[config.mk]
export PLATFORM = sky130hd
export DESIGN_NAME = cfg_mmio_responder
export DESIGN_NICKNAME = d
export VERILOG_FILES = /design/src/rtl/cfgmmio_pkg.sv /design/src/rtl/cfgmmio_decode.sv /design/src/rtl/cfgmmio_delay.sv /design/src/rtl/cfg_mmio_responder.sv
export SDC_FILE = /design/constraint.sdc
export NUM_CORES = 1
export LEC_CHECK = 0
export BUFFER_PORTS_ARGS = -buffer_cell sky130_fd_sc_hd__buf_2
export CAP_MARGIN = 20
export CORE_AREA = 2 2 61 63
export DETAILED_ROUTE_END_ITERATION = 10
export DIE_AREA = 0 0 63 65
export HOLD_SLACK_MARGIN = 0.08
export PLACE_DENSITY = 0.87
export SYNTH_ARGS = -nofsm -noshare
export SYNTH_HDL_FRONTEND = slang
export SYNTH_SLANG_ARGS = --single-unit
[constraint.sdc]
create_clock -name clk -period 2.2 [get_ports clk]
set_clock_uncertainty 0.05 [all_clocks]
set_input_delay 0.55 -clock clk [delete_from_list [all_inputs] [get_ports clk]]
set_output_delay 0.55 -clock clk [all_outputs]
set_load 0.01 [all_outputs]
[src/rtl/cfgmmio_pkg.sv]
package cfgmmio_pkg;

    localparam int ADDR_W  = 24;
    localparam int DATA_W  = 64;
    localparam int FIELD_W = 16;
    localparam int HALF_W  = DATA_W / 2;

    typedef struct packed {
        logic              valid;
        logic              cfg;
        logic              rd;
        logic              wide;
        logic [ADDR_W-1:0] addr;
        logic              addr_par;
    } mmio_req_t;

    typedef struct packed {
        logic              ack;
        logic              perr;
        logic [DATA_W-1:0] data;
    } mmio_rsp_t;

    typedef struct packed {
        logic [FIELD_W-1:0] ints_per_proc;
        logic [FIELD_W-1:0] num_procs;
        logic [FIELD_W-1:0] num_records;
        logic [FIELD_W-1:0] prog_model;
    } desc_word0_t;

    localparam int RSP_W = $bits(mmio_rsp_t);

    // Odd parity over address plus parity bit: good when the XOR is 1.
    function automatic logic addr_par_good(input logic [ADDR_W-1:0] a, input logic p);
        return ^{a, p};
    endfunction

    // Pick one 32-bit half and repeat it on both halves of the bus.
    function automatic logic [DATA_W-1:0] narrow_read(input logic [DATA_W-1:0] w, input logic lo_half);
        logic [HALF_W-1:0] h;
        h = lo_half ? w[HALF_W-1:0] : w[DATA_W-1:HALF_W];
        return {h, h};
    endfunction

endpackage

[src/rtl/cfgmmio_decode.sv]
module cfgmmio_decode
    import cfgmmio_pkg::*;
#(
    parameter logic [FIELD_W-1:0] INTS_PER_PROC = 16'h0000,
    parameter logic [FIELD_W-1:0] NUM_PROCS     = 16'h0001,
    parameter logic [FIELD_W-1:0] NUM_RECORDS   = 16'h0000,
    parameter logic [FIELD_W-1:0] PROG_MODEL    = 16'h8010
) (
    input  mmio_req_t req,
    output mmio_rsp_t rsp_next
);

    desc_word0_t word0;
    logic [DATA_W-1:0] sel_word;
    logic word_hit;

    assign word0.ints_per_proc = INTS_PER_PROC;
    assign word0.num_procs     = NUM_PROCS;
    assign word0.num_records   = NUM_RECORDS;
    assign word0.prog_model    = PROG_MODEL;

    assign word_hit = (req.addr[ADDR_W-1:1] == '0);
    assign sel_word = word_hit ? DATA_W'(word0) : '0;

    always_comb begin
        rsp_next = '0;
        if (req.valid) begin
            rsp_next.ack = 1'b1;
            if (!addr_par_good(req.addr, req.addr_par)) begin
                rsp_next.perr = 1'b1;
                rsp_next.data = '1;
            end else if (req.cfg && req.rd) begin
                rsp_next.data = req.wide ? sel_word : narrow_read(sel_word, req.addr[0]);
            end
        end
    end

endmodule

[src/rtl/cfgmmio_delay.sv]
module cfgmmio_delay #(
    parameter int WIDTH  = 1,
    parameter int STAGES = 2
) (
    input  logic             clk,
    input  logic             rst,
    input  logic [WIDTH-1:0] d,
    output logic [WIDTH-1:0] q
);

    logic [WIDTH-1:0] pipe [STAGES+1];

    assign pipe[0] = d;

    for (genvar s = 0; s < STAGES; s++) begin : g_stage
        always_ff @(posedge clk) begin
            if (rst) pipe[s+1] <= '0;
            else     pipe[s+1] <= pipe[s];
        end
    end

    assign q = pipe[STAGES];

endmodule

[src/rtl/cfg_mmio_responder.sv]
module cfg_mmio_responder
    import cfgmmio_pkg::*;
#(
    parameter logic [15:0] INTS_PER_PROC = 16'h0000,
    parameter logic [15:0] NUM_PROCS     = 16'h0001,
    parameter logic [15:0] NUM_RECORDS   = 16'h0000,
    parameter logic [15:0] PROG_MODEL    = 16'h8010
) (
    input  logic        clk,
    input  logic        rst,
    input  logic        req_valid,
    input  logic        req_cfg,
    input  logic        req_rd,
    input  logic        req_wide,
    input  logic [23:0] req_addr,
    input  logic        req_addr_par,
    output logic        rsp_ack,
    output logic [63:0] rsp_data,
    output logic        rsp_data_par,
    output logic        par_err
);

    localparam int RSP_STAGES = 2;

    mmio_req_t req;
    mmio_rsp_t rsp_next;
    mmio_rsp_t rsp_out;
    logic      err_q;

    assign req.valid    = req_valid;
    assign req.cfg      = req_cfg;
    assign req.rd       = req_rd;
    assign req.wide     = req_wide;
    assign req.addr     = req_addr;
    assign req.addr_par = req_addr_par;

    cfgmmio_decode #(
        .INTS_PER_PROC (INTS_PER_PROC),
        .NUM_PROCS     (NUM_PROCS),
        .NUM_RECORDS   (NUM_RECORDS),
        .PROG_MODEL    (PROG_MODEL)
    ) i_decode (
        .req      (req),
        .rsp_next (rsp_next)
    );

    cfgmmio_delay #(
        .WIDTH  (RSP_W),
        .STAGES (RSP_STAGES)
    ) i_delay (
        .clk (clk),
        .rst (rst),
        .d   (rsp_next),
        .q   (rsp_out)
    );

    always_ff @(posedge clk) begin
        if (rst) err_q <= 1'b0;
        else     err_q <= err_q | (rsp_next.ack & rsp_next.perr);
    end

    // The sticky flag is presented together with the acknowledge.
    assign rsp_ack      = rsp_out.ack;
    assign rsp_data     = rsp_out.data;
    assign rsp_data_par = ~^rsp_out.data;
    assign par_err      = err_q & (par_err_seen_q | rsp_out.perr);

    logic par_err_seen_q;
    always_ff @(posedge clk) begin
        if (rst) par_err_seen_q <= 1'b0;
        else     par_err_seen_q <= par_err_seen_q | (rsp_out.ack & rsp_out.perr);
    end

    // acknowledge two edges after the request is sampled
    a_r2_ack_latency: assert property (@(posedge clk) disable iff (rst)
        req_valid |-> ##2 rsp_ack);

    // no acknowledge means an idle, zero data bus
    a_r9_idle_zero: assert property (@(posedge clk) disable iff (rst)
        !rsp_ack |-> (rsp_data == '0));

    // a good-parity write is answered with zero data
    a_r7_write_zero: assert property (@(posedge clk) disable iff (rst)
        (req_valid && !req_rd && addr_par_good(req_addr, req_addr_par)) |-> ##2 (rsp_data == '0));

    // error flag never falls outside reset
    a_r8_sticky: assert property (@(posedge clk) disable iff (rst)
        par_err |=> par_err);

    // bad address parity gives all-ones data
    a_r8_bad_par_ones: assert property (@(posedge clk) disable iff (rst)
        (req_valid && !addr_par_good(req_addr, req_addr_par)) |-> ##2 (rsp_ack && rsp_data == '1));

endmodule

==> impl_metrics.py, run 1 <==
metrics = {
    "sta": {
        "report.final.hold_viol_count": 0,
        "final_period_minus_worst_setup_slack_ns": 1.97,
        "slew_viol_final": 0,
        "final-setup-viol-count": 0,
        "maxClockFrequency_ghz": 0.507,
        "worst-slew-pin-transition_ns": 0.519,
        "grt_setup_unrepaired": "false",
        "max-slew-margin-rel_pct": 65.1,
        "period_share_pct": 89.7,
        "finalSetupTns_ns": 0,
    },
    "critical_path": {
        "setup.worst_path.class": "in -> reg",
        "crit_path_start_kind": "input port",
        "r2r_slack_ns": 1.55,
        "worstReg2RegStart": "i_delay.q[65]",
        "crit_arrival_ns": 2.07,
        "r2r_end": "par_err_seen_q",
        "worstSetupEndpointType": "register",
        "cp_data_required_time_ns": 2.30,
        "crit_path_start": "req_addr[5]",
        "reg2regPathDepth": 2,
        "path_max_fanout": 7,
        "worstSetupEndpoint": "err_q",
    },
    "clock_tree": {
        "cts_inserted_buffers": 3,
        "path_clk_slew_ns": 0.08,
        "cts_root_buf": "clkbuf_4",
        "clock_sinks": 16,
        "cts-htree-levels": 1,
        "cts-hold-fix-buffers": 0,
        "clockBufferDepth": 2,
        "cts_setup_buffers": 0,
        "tritoncts": "done",
        "clkLatencyLatePin_ns": 0.27,
        "cts-resized-gates": 0,
    },
    "detailed_routing": {
        "post_drt_via_cell_ratio": 3.93,
        "routed_wirelength_mm": 2.11,
        "drtIter0Drc": 6,
        "drtAntennaViolNets": 0,
        "number_of_search_and_repair_iterations_in_the_first_detailed_routing_pass": 2,
        "drcViolationCount": 0,
        "routed-via-count": 950,
        "avg_wl_per_cell_um": 8.73,
    },
    "layout": {
        "n_fill_cell": 353,
        "layout-area-overhead-vs-synth_pct": 6.84,
        "drive_above_1_share_pct": 53.1,
        "most_frequent_standard_cell_in_the_layout_excluding_fill_and_tap_cells": "buf_2",
        "most-common-layout-cells": "buf_2, inv_1, dfxtp_1",
        "post_layout_net_count": 238,
        "post-route-util_pct": 40.8,
        "postLayoutCellArea_mm2": 0.00143,
        "antennaDiodeCount": 0,
    },
    "logic_synthesis": {
        "synth_fp_nets": 200,
        "yosysTopAreaCellShare_pct": 36.0,
        "synth_sequential_area_ratio_pct": 24.0,
        "dominant_cell_type_by_area_after_synthesis": "buf_4",
        "synth-seq-cells": 16,
        "syn-mean-instance-area_um2": 8.45,
        "synthCells": 158,
        "synth_warnings": 0,
        "synth-async-reset-ratio_pct": 0,
        "synth-edff-count": 0,
        "synth_top_flop_cell": "dfxtp_1",
        "ys_top_cells_by_area": "buf_4, dfxtp_1, ha_1",
        "yosysUniqueCellTypes": 22,
        "syn-cell-area_mm2": 0.00134,
    },
    "floorplan": {
        "rows": 22,
        "design.core.area_mm2": 0.00350,
        "die_area_mm2": 0.00410,
        "die_width_um": 63,
        "die_h_um": 65,
        "floorplan.io_pins": 98,
        "initial_utilization_pct": 38.2,
    },
    "min_path": {
        "number_of_stages_on_the_worst_hold_path": 1,
        "min_path_type": "reg -> reg",
    },
    "status": {
        "run_status": "finished, final reports clean",
    },
    "power_and_ir_drop": {
        "power.density_cell_area_mw_per_mm2": 813,
        "p_leak_uw": 0.000941,
        "worst_ir_drop_vdd_v": 0.000383,
        "final_power_uw": 1160,
    },
    "global_routing": {
        "first_pass_grt_wire_length_mm": 3.10,
        "antenna_violations_before_repair": 0,
        "grt_remaining_overflow": 0,
        "grt_start_max_net_pins": 59,
        "grt_pass1_vias": 796,
        "track_usage_pct": 9.75,
    },
    "placed_design": {
        "dp_hpwl_mm": 1.89,
        "buffer_ports.inserted": 97,
        "post_dp_cell_area_mm2": 0.00140,
        "place.gp.congestion": 0.705,
    },
    "run": {
        "max_cap_viol_count": 0,
    },
}
-- synth_stat cells, types with 2 or more instances --
| cell | instances |
|---|---|
| nor2b_1 | 7 |
| nor2_1 | 6 |
| buf_4 | 64 |
| o21ai_0 | 2 |
| nand4b_1 | 2 |
| ha_1 | 11 |
| nand4_1 | 2 |
| o21ai_1 | 3 |
| inv_1 | 25 |
| xnor2_1 | 9 |
| dfxtp_1 | 16 |
-- report_power, final --
part	switching (uW)	total (uW)	internal (uW)	leakage [uW]
logic	344	645	301	0.000796
registers	18.4	379	361	0.000131
clock network	72.8	136	63.2	0.0000138
total	435	1160	725	0.000941
-- metrics by stage --
stage	worst slack (ns)	std cells	hold WS [ns]
detailed placement	-0.0653	239	0.372
global placement	-0.0313	239	0.366
floorplan	0.102	158	0.364
CTS	0.229	242	0.390
global route	0.184	242	0.408
finish	0.227	242	0.387
-- kinds of logic after synthesis --
family	after synthesis	synth area share, %
AND/OR/NAND/NOR	21	9.00
adder cells (fa/ha/maj)	11	10.3
AO/OA/AOI/OAI	8	3.37
buffers and inverters	90	43.3
flip-flops	16	24.0
XOR/XNOR	12	10.0
-- worst max-delay path: stages --
cell	delay [ns]
buf_2	0.07
inv_1	0.03
ha_1	0.29
xor2_1	0.15
xnor3_1	0.40
xnor3_2	0.49
o22ai_1	0.08
-- registers in the layout (all words and copies together) (netlist names) --
| register | flops |
|---|---|
| i_delay.q | 7 |
| i_delay.pipe | 7 |
| err_q | 1 |
| par_err_seen_q | 1 |
-- area by class of cell --
cell class	count	area, um^2	share of cell area [%]
inverters	25	93.8	6.58
well taps	48	60.1	4.21
flip-flops and latches	16	320	22.5
multi-input cells	52	437	30.6
clock buffers	3	22.5	1.58
repair buffers	98	493	34.6
-- metal layers --
| layer | global-route usage (%) | up-vias | wire length [um] |
|---|---|---|---|
| met5 | 0 | - | 0 |
| met1 | 8.00 | 381 | 769 |
| met2 | 20.9 | 73 | 1070 |
| met3 | 2.60 | 4 | 245 |
| li1 | - | 492 | - |
| met4 | 4.44 | 0 | 27 |
-- worst min path at each step --
| stage | start | slack [ns] | end |
|---|---|---|---|
| final | i_delay.pipe[81] | 0.39 | i_delay.q[15] |
| after global routing | i_delay.pipe[131] | 0.41 | i_delay.q[65] |
| after CTS | i_delay.pipe[81] | 0.39 | i_delay.q[15] |
| after detailed placement | i_delay.pipe[81] | 0.37 | i_delay.q[15] |
| after global placement | i_delay.pipe[130] | 0.37 | i_delay.q[64] |
| after floorplan | i_delay.pipe[66] | 0.36 | i_delay.q[0] |
Note: power is estimated with default switching activity, not from simulation.
==> run 2, diff against run 1 <==
ABC_AREA = 1   (was not set)
CORE_AREA = 2 2 62 64   (was 2 2 61 63)
CTS_BUF_LIST = sky130_fd_sc_hd__clkbuf_4 sky130_fd_sc_hd__clkbuf_8   (was not set)
DIE_AREA = 0 0 64 66   (was 0 0 63 65)
PLACE_DENSITY = 0.88   (was 0.87)
==> run 2 against run 1 <==
Fmax is 15% higher. Cell area rose by 9.0%. Worst setup slack improved by 0.26 ns. Flip-flop and latch count unchanged. Sequential share of layout area down 1.9 points. Die area up 3.2%. Wire length rose by 2.7%. Synthesized area increased by 8.7%. Total power down 24%. Clock power is 37% higher. Sequential power decreased by 11%. Cell count grew 20%. Largest cell class unchanged. Highest routed layer is now met3.
==> impl_metrics.py, run 2 <==
metrics = {
    "status": {
        "run_status": "finished, final reports clean",
    },
    "detailed_routing": {
        "drtIter0Drc": 16,
        "number_of_search_and_repair_iterations_in_the_first_detailed_routing_pass": 4,
        "routed-via-count": 1126,
        "post_drt_via_cell_ratio": 3.87,
        "drtAntennaViolNets": 0,
        "routed_wirelength_mm": 2.17,
        "drcViolationCount": 0,
        "avg_wl_per_cell_um": 7.45,
    },
    "sta": {
        "finalSetupTns_ns": 0,
        "worst-slew-pin-transition_ns": 0.332,
        "slew_viol_final": 0,
        "maxClockFrequency_ghz": 0.582,
        "grt_setup_unrepaired": "false",
        "period_share_pct": 78.1,
        "final_period_minus_worst_setup_slack_ns": 1.72,
        "report.final.hold_viol_count": 0,
        "max-slew-margin-rel_pct": 77.9,
        "final-setup-viol-count": 0,
        "worst_slack_ns": 0.483,
    },
    "min_path": {
        "holdCritStartpoint": "i_delay.pipe[131]",
        "min_path_type": "reg -> reg",
        "number_of_stages_on_the_worst_hold_path": 2,
        "min_to": "i_delay.q[65]",
    },
    "critical_path": {
        "crit_path_start": "i_delay.q[63]",
        "r2r_slack_ns": 1.54,
        "worstReg2RegStart": "i_delay.q[65]",
        "reg2regPathDepth": 2,
        "cp_data_required_time_ns": 1.60,
        "crit_arrival_ns": 1.12,
        "worstSetupEndpointType": "primary output",
        "path_max_fanout": 58,
        "setup.worst_path.class": "reg -> out",
        "r2r_end": "par_err_seen_q",
        "crit_path_start_kind": "register",
    },
    "logic_synthesis": {
        "ys_top_cells_by_area": "buf_4, dfxtp_1, inv_1",
        "synth_sequential_area_ratio_pct": 22.1,
        "syn-cell-area_mm2": 0.00145,
        "yosysTopAreaCellShare_pct": 33.1,
        "synth_adder_area_share_pct": 9.48,
        "largest_family_of_logic_cells_by_synthesized_area": "buffers and inverters",
        "synth_warnings": 0,
        "synth-compound-area-share_pct": 1.21,
        "yosysMostFrequentCell": "buf_4",
        "share_of_synthesized_area_spent_on_multiplexers_pct": 0,
        "synthXorXnorAreaFrac_pct": 3.02,
        "synth-seq-cells": 16,
        "syn-mean-instance-area_um2": 7.05,
        "synth_fp_nets": 248,
        "yosysUniqueCellTypes": 19,
        "synth_top_flop_cell": "dfxtp_1",
        "synthCells": 206,
        "dominant_cell_type_by_area_after_synthesis": "buf_4",
        "synth-simple-area-share_pct": 18.6,
        "synth-edff-count": 0,
        "netlist_top_cells_count": "buf_4, inv_1, nand2_1, dfxtp_1, nor2_1",
        "synth-async-reset-ratio_pct": 0,
    },
    "power_and_ir_drop": {
        "reg_power_share_pct": 38.2,
        "switching_power_share_of_the_total_pct": 34.7,
        "power.density_cell_area_mw_per_mm2": 568,
        "p_int_uw": 577,
        "final_power_uw": 884,
        "power.switching_uw": 307,
        "p_comb_share_pct": 40.7,
        "p_leak_uw": 0.00112,
        "worst_ir_drop_vdd_v": 0.000179,
        "share_clk_of_total_power_pct": 21.1,
    },
    "floorplan": {
        "die_area_mm2": 0.00422,
        "die_h_um": 66,
        "floorplan.io_pins": 98,
        "initial_utilization_pct": 40.9,
        "design.core.area_mm2": 0.00355,
        "die_width_um": 64,
        "rows": 22,
    },
    "global_routing": {
        "grt_remaining_overflow": 0,
        "first_pass_grt_wire_length_mm": 3.55,
        "antenna_violations_before_repair": 0,
        "grt_pass1_vias": 947,
        "grt_start_max_net_pins": 59,
        "track_usage_pct": 10.3,
    },
    "clock_tree": {
        "cts_inserted_buffers": 3,
        "clock_sinks": 16,
        "tritoncts": "done",
        "cts_root_buf": "clkbuf_4",
        "clockBufferDepth": 2,
        "cts-htree-levels": 1,
        "path_clk_slew_ns": 0.09,
        "clkLatencyLatePin_ns": 0.28,
        "cts-resized-gates": 0,
        "cts_setup_buffers": 0,
        "cts-hold-fix-buffers": 0,
    },
    "layout": {
        "most-common-layout-cells": "buf_2, inv_1, nand2_1",
        "antennaDiodeCount": 0,
        "most_frequent_standard_cell_in_the_layout_excluding_fill_and_tap_cells": "buf_2",
        "layout-area-overhead-vs-synth_pct": 7.16,
        "drive_above_1_share_pct": 45.3,
        "post_layout_net_count": 286,
    },
    "run": {
        "max_cap_viol_count": 0,
    },
    "placed_design": {
        "place.gp.congestion": 0.718,
        "buffer_ports.inserted": 97,
        "dp_hpwl_mm": 1.95,
        "detailedPlace.worstSlack_ns": 0.313,
    },
}
[run 2: changes by cell type after synthesis, sizes merged, moves of 6 or more]
cell / before / now
nand3: 0 / 11
nor2: 6 / 15
inv: 25 / 47
xnor2: 9 / 3
nor2b: 7 / 0
nand2: 1 / 29
[run 2: cells by family (layout without fill, tap and decap cells)]
kind of cell | after synthesis | after routing
AO/OA/AOI/OAI | 3 | 3
flip-flops | 16 | 16
buffers and inverters | 112 | 149
XOR/XNOR | 5 | 5
AND/OR/NAND/NOR | 59 | 59
adder cells (fa/ha/maj) | 11 | 11
[run 2: per-layer routing]
metal,GRT usage (%),share of wire [%],vias to the layer above
met4,4.89,0,0
met2,20.6,52,68
met1,10.3,37,447
met5,0,0,-
li1,-,-,611
met3,1.53,11,0
[run 2: layout make-up]
cell class | instances | area [um^2]
clock buffers | 4 | 36.3
fillers | 367 | 2000
inverters | 47 | 176
multi-input cells | 78 | 469
flip-flops and latches | 16 | 320
well taps | 48 | 60.1
repair buffers | 98 | 493
[run 2: power by group through the flow]
stage	sequential, uW	clock (uW)	combinational, uW
2_1_floorplan	357	0	346
3_3_place_gp	341	0	358
3_5_place_dp	345	0	366
4_1_cts	338	194	367
5_1_grt	341	206	410
6_report	337	187	360
[run 2: worst max-delay path by stage]
| stage | to | slack [ns] |
|---|---|---|
| after floorplan | rsp_data[10] | 0.12 |
| after global routing | rsp_data[44] | 0.37 |
| after global placement | i_delay.pipe[113] | 0.35 |
| after detailed placement | i_delay.pipe[81] | 0.31 |
| after CTS | rsp_data[16] | 0.45 |
| final | rsp_data[62] | 0.48 |
[run 2: critical path, cell delays in order (launching register included)]
cell     delay, ns
dfxtp_1       0.32
buf_4         0.32
buf_2         0.20
[run 2: through the flow]
stage / cells / instance area [um^2] / hold WS, ns / utilization, %
2_1_floorplan: 206 / 1450 / 0.338 / -
3_3_place_gp: 287 / 1520 / 0.340 / 42.8
3_5_place_dp: 287 / 1520 / 0.349 / 42.8
4_1_cts: 291 / 1560 / 0.362 / 43.8
5_1_grt: 291 / 1560 / 0.378 / 43.8
6_report: 291 / 1560 / 0.360 / 43.8
